## config.mk

```make
export PLATFORM = sky130hd
export DESIGN_NAME = agen_unit
export DESIGN_NICKNAME = d
export VERILOG_FILES = /design/src/rtl/agen_pkg.sv /design/src/rtl/agen_scaler.sv /design/src/rtl/agen_adder.sv /design/src/rtl/agen_stage.sv /design/src/rtl/agen_unit.sv
export SDC_FILE = /design/constraint.sdc
export NUM_CORES = 1
export LEC_CHECK = 0
export ABC_CLOCK_PERIOD_IN_PS = 7700
export BUFFER_PORTS_ARGS = -buffer_cell sky130_fd_sc_hd__buf_2
export CORE_MARGIN = 2
export CORE_UTILIZATION = 50
export CTS_CLUSTER_DIAMETER = 120
export DETAILED_ROUTE_END_ITERATION = 10
export PLACE_DENSITY = 0.77
export SLEW_MARGIN = 20
export SYNTH_ARGS = -nofsm -noshare
export SYNTH_HDL_FRONTEND = slang
export SYNTH_SLANG_ARGS = --single-unit
```

## constraint.sdc

```tcl
create_clock -name clk -period 7.7 [get_ports clk]
set_input_delay 1.155 -clock clk [delete_from_list [all_inputs] [get_ports clk]]
set_output_delay 1.155 -clock clk [all_outputs]
set_load 0.02 [all_outputs]
```

## src/rtl/agen_pkg.sv

```systemverilog
`timescale 1ns/1ps
package agen_pkg;
  // Scale code: index is shifted left by the code value.
  typedef enum logic [1:0] {
    SCL_X1 = 2'd0,
    SCL_X2 = 2'd1,
    SCL_X4 = 2'd2,
    SCL_X8 = 2'd3
  } scale_e;

  localparam int unsigned SCALE_CODES = 4;
  // Extra sum bits needed to hold the unwrapped base + index + displacement.
  localparam int unsigned GUARD_BITS = 3;
endpackage

```

## src/rtl/agen_scaler.sv

```systemverilog
`timescale 1ns/1ps
module agen_scaler #(
  parameter int unsigned N = 32
) (
  input  logic [N-1:0]     index,
  input  logic             idx_en,
  input  agen_pkg::scale_e scale,
  output logic [N-1:0]     term
);
  import agen_pkg::*;

  logic [N-1:0] shifted [SCALE_CODES];

  // One candidate per scale code; the shift discards bits above N.
  for (genvar g = 0; g < SCALE_CODES; g++) begin : g_shift
    assign shifted[g] = index << g;
  end

  always_comb begin
    term = '0;
    if (idx_en) term = shifted[scale];
  end
endmodule

```

## src/rtl/agen_adder.sv

```systemverilog
`timescale 1ns/1ps
module agen_adder #(
  parameter int unsigned N = 32,
  parameter int unsigned D = 16
) (
  input  logic [N-1:0] base,
  input  logic [N-1:0] term,
  input  logic [D-1:0] disp,
  output logic [N-1:0] ea,
  output logic         wrap,
  output logic         disp_neg
);
  import agen_pkg::*;

  localparam int unsigned W = N + GUARD_BITS;

  // Signed wide sum with no loss; a result outside 0 .. 2^N-1 means a wrap.
  function automatic logic signed [W-1:0] exact_sum(
    input logic [N-1:0] b,
    input logic [N-1:0] t,
    input logic [D-1:0] d
  );
    logic signed [W-1:0] bw, tw, dw;
    bw = $signed({{GUARD_BITS{1'b0}}, b});
    tw = $signed({{GUARD_BITS{1'b0}}, t});
    dw = $signed({{(W-D){d[D-1]}}, d});
    return bw + tw + dw;
  endfunction

  function automatic logic out_of_range(input logic signed [W-1:0] s);
    return s[W-1:N] != '0;
  endfunction

  logic signed [W-1:0] sum_w;

  always_comb begin
    sum_w    = exact_sum(base, term, disp);
    ea       = sum_w[N-1:0];
    wrap     = out_of_range(sum_w);
    disp_neg = disp[D-1];
  end
endmodule

```

## src/rtl/agen_stage.sv

```systemverilog
`timescale 1ns/1ps
module agen_stage #(
  parameter int unsigned N = 32
) (
  input  logic         clk,
  input  logic         rst_n,
  input  logic         up_valid,
  output logic         up_ready,
  input  logic [N-1:0] d_addr,
  input  logic         d_wrap,
  output logic         q_valid,
  input  logic         q_ready,
  output logic [N-1:0] q_addr,
  output logic         q_wrap
);
  assign up_ready = !q_valid || q_ready;

  always_ff @(posedge clk) begin
    if (!rst_n) begin
      q_valid <= 1'b0;
    end else if (up_ready) begin
      q_valid <= up_valid;
    end
  end

  // Data register loads only on acceptance, so a stalled result holds still.
  always_ff @(posedge clk) begin
    if (up_ready && up_valid) begin
      q_addr <= d_addr;
      q_wrap <= d_wrap;
    end
  end
endmodule

```

## src/rtl/agen_unit.sv

```systemverilog
`timescale 1ns/1ps
module agen_unit #(
  parameter int unsigned N = 32,
  parameter int unsigned D = 16
) (
  input  logic         clk,
  input  logic         rst_n,
  input  logic         in_valid,
  output logic         in_ready,
  input  logic [N-1:0] in_base,
  input  logic [N-1:0] in_index,
  input  logic         in_idx_en,
  input  logic [1:0]   in_scale,
  input  logic [D-1:0] in_disp,
  output logic         out_valid,
  input  logic         out_ready,
  output logic [N-1:0] out_addr,
  output logic         out_wrap
);
  import agen_pkg::*;

  // Named internal events, brought out for the checker.
  logic [N-1:0] idx_term;
  logic [N-1:0] ea_next;
  logic         wrap_next;
  logic         disp_neg;

  agen_scaler #(.N(N)) u_scale (
    .index (in_index),
    .idx_en(in_idx_en),
    .scale (scale_e'(in_scale)),
    .term  (idx_term)
  );

  agen_adder #(.N(N), .D(D)) u_add (
    .base    (in_base),
    .term    (idx_term),
    .disp    (in_disp),
    .ea      (ea_next),
    .wrap    (wrap_next),
    .disp_neg(disp_neg)
  );

  agen_stage #(.N(N)) u_stage (
    .clk     (clk),
    .rst_n   (rst_n),
    .up_valid(in_valid),
    .up_ready(in_ready),
    .d_addr  (ea_next),
    .d_wrap  (wrap_next),
    .q_valid (out_valid),
    .q_ready (out_ready),
    .q_addr  (out_addr),
    .q_wrap  (out_wrap)
  );
endmodule

```

==> results.ini <==
[run_status]
status=completed

[grt]
grt_pass1_wl_mm=22.7
grt_use_total_pct=24.2
grt_max_degree=34
antenna_found_initial=0
grt_overflow_total=0
grt_pass1_vias=4948

[finish]
num_antenna_cells=0
final_cell_mix=121 x buf_2, 94 x nand2_1, 66 x ha_1
nets=937
syn2layout_area_growth_pct=15.1
stdcell_count=919
final_common_cell=buf_2
drive_above_1_share_pct=18.6

[synthesis]
syn_area_um2=5310
synth_edf_count=33
synth_compound_area_share_pct=25.1
synth_simple_gate_area_share_pct=23.0
synth_xor_area_share_pct=6.76
synth_top_family_by_area=compound AO/OA/AOI/OAI gates
synth_warnings=0
synth_mux_area_share_pct=6.85
ys_ff_latch=34
synth_cell_types=67
synth_ff_type=edfxtp_1
yosysSeqAreaShare_pct=19.0
avgSynthCellArea_um2=7.91
syn_inst=672
async_flop_share_pct=0
synth_nets=827
synth_adder_area_share_pct=16.3

[sta]
hold_viol=0
finalSetupTns_ns=0
worstMarginPinSlew_ns=0.839
rsz0062_at_grt=no
slew_headroom_pct=42.6
min_period_ns=6.40
skew_ns=0.00511
finalCritPeriodShare_pct=83.1
drv_slew=0
setup_ws_ns=1.30
fmax_mhz=156
final-setup-viol-count=0

[setup_path]
path_buf_inv=3
required_ns=7.75
critPathSlowestCell=inv_1
slowest_delay_ns=0.51
cp.arrival_ns=6.45
cpLargestDelayFamily=compound AO/OA/AOI/OAI gates
critPathMaxFanout=31
path_class=in -> reg
cp_cell_sequence=buf_2 > inv_1 > nand2_1 > nor2_1 > ha_1 > fa_1 > a211oi_1 > nor2_1 > o31ai_1 > a31o_1 > nor2b_1 > o21bai_1 > a21oi_1 > xnor2_1 > ha_1 > inv_1 > o21ai_0 > a21o_1 > a22o_1 > a21o_1 > a41oi_1 > mux2i_1 > o22ai_1
endpoint_kind=flop
critPathLaunch=in_scale[1]
start_kind=primary input
r2r-start=u_stage.q_valid

[die]
ios=122
core_um2=10300
rows=37
start_util_pct=51.5
die_w_um=107
dieArea_um2=11500
die_y_um=107

[placement]
io_buffers=121
dp_slack_ns=1.16
dp_cells=911
hpwl_mm=11.4
gp_congestion=0.951

[clock_network]
clock_sinks=34
cts_tree=done
ctsResizeCount=0
cts_hold_buf=0
clk_pin_slew_worst_paths_ns=0.07
cts_buffers=5
max-clock-path-buffers=2
clock_latency_ns=0.29
ctsHtreeMaxLevel=2
root_buffer=clkbuf_8
post_cts_buffers=0

[power_and_ir_drop]
pwr_density_cell_nw_per_um2=203
leakage_uw=0.00302
vdd.ir_drop.worst_uv=108

[drt]
wl_met3_um=648
vias=5398
wirelength_mm=14.0
drt_first_iter_violations=378
m1WireLength_mm=6.54
ant_nets=0
wl_per_cell_um=15.2
route.met2.wl_mm=6.47
first_pass_iters=5
post-route-drc-count=0
top_layer_used=met4
via_per_inst=5.87

[min_path]
hold_path_class=reg -> reg
hp-start=u_stage.q_valid

[flow_run]
cap_violations=0

## power by group
part           internal (uW)  switching (uW)
logic                    328             477
registers                283            9.56
clock network           72.2            70.0
total                    683             556
## metrics by stage
| stage | instance area [um^2] | hold WS, ns | utilization [%] | power (uW) |
|---|---|---|---|---|
| 3_3_place_gp | 6020 | 0.495 | 58.3 | 1070 |
| 2_1_floorplan | 5310 | 0.750 | - | 902 |
| 5_1_grt | 6110 | 0.614 | 59.2 | 1340 |
| 4_1_cts | 6110 | 0.558 | 59.2 | 1240 |
| 3_5_place_dp | 6020 | 0.545 | 58.3 | 1090 |
| 6_report | 6110 | 0.565 | 59.2 | 1240 |
## worst register-to-register path, stage by stage, from the launching register on
cell	delay, ns
dfxtp_1	0.32
nand2b_1	0.10
and2_1	0.13
buf_4	0.39
## final timing paths
kind                              to  slack [ns]  depth (start not counted)
setup / recovery      u_stage.q_wrap        1.30                         23
setup reg to reg  u_stage.q_addr[26]        6.40                          3
hold reg to reg      u_stage.q_valid        0.57                          2
hold / removal       u_stage.q_valid        0.57                          2
## cell type report
cell class                      instances  area, um^2
Fill cell                             936        4210
Clock inverter                          1        5.00
Clock buffer                            7        86.3
Tap cell                              136         170
Timing Repair Buffer                  122         613
Inverter                               23        86.3
Sequential cell                        34        1010
Multi-Input combinational cell        596        4140
## cells by family after synthesis
kind of cell,Yosys count
multiplexers,36
flip-flops,34
AND/OR/NAND/NOR,254
buffers and inverters,42
XOR/XNOR,41
adder cells (fa/ha/maj),68
AO/OA/AOI/OAI,197
## state kept, by name, summed over array words and instances, names as in the netlist
| name | cells |
|---|---|
| u_stage.q_wrap | 1 |
| u_stage.q_addr | 32 |
| u_stage.q_valid | 1 |
## metal layers
metal  up-vias  global-route usage [%]
met5         -                       0
met4         0                    8.07
met3        24                    2.37
met2       168                    40.0
met1      2480                    32.9
li1       2726                       -
## synthesized netlist by cell type, types with 4 or more instances
cell type   n  area (um^2)
nand2_1    94          353
ha_1       66          826
nor2_1     57          214
a21oi_1    56          280
edfxtp_1   33          991
mux2i_1    33          330
and3_1     30          188
xnor2_1    28          245
a21o_1     27          203
inv_1      23         86.3
o21ai_0    20          100
nand3_1    17         85.1
xor2_1     13          114
clkbuf_1   12         45.0
o21a_1     12         90.1
a211oi_1   10         75.1
nor3_1     10         50.1
nand2b_1    9         56.3
o211ai_1    9         67.6
nor2b_1     8         50.1
nand4_1     7         43.8
a31oi_1     6         37.5
o211a_1     6         60.1
o21bai_1    6         45.0
buf_1       5         18.8
a21boi_1    4         30.0
o21ai_1     4         20.0
Power figures use the tool's default switching activity.
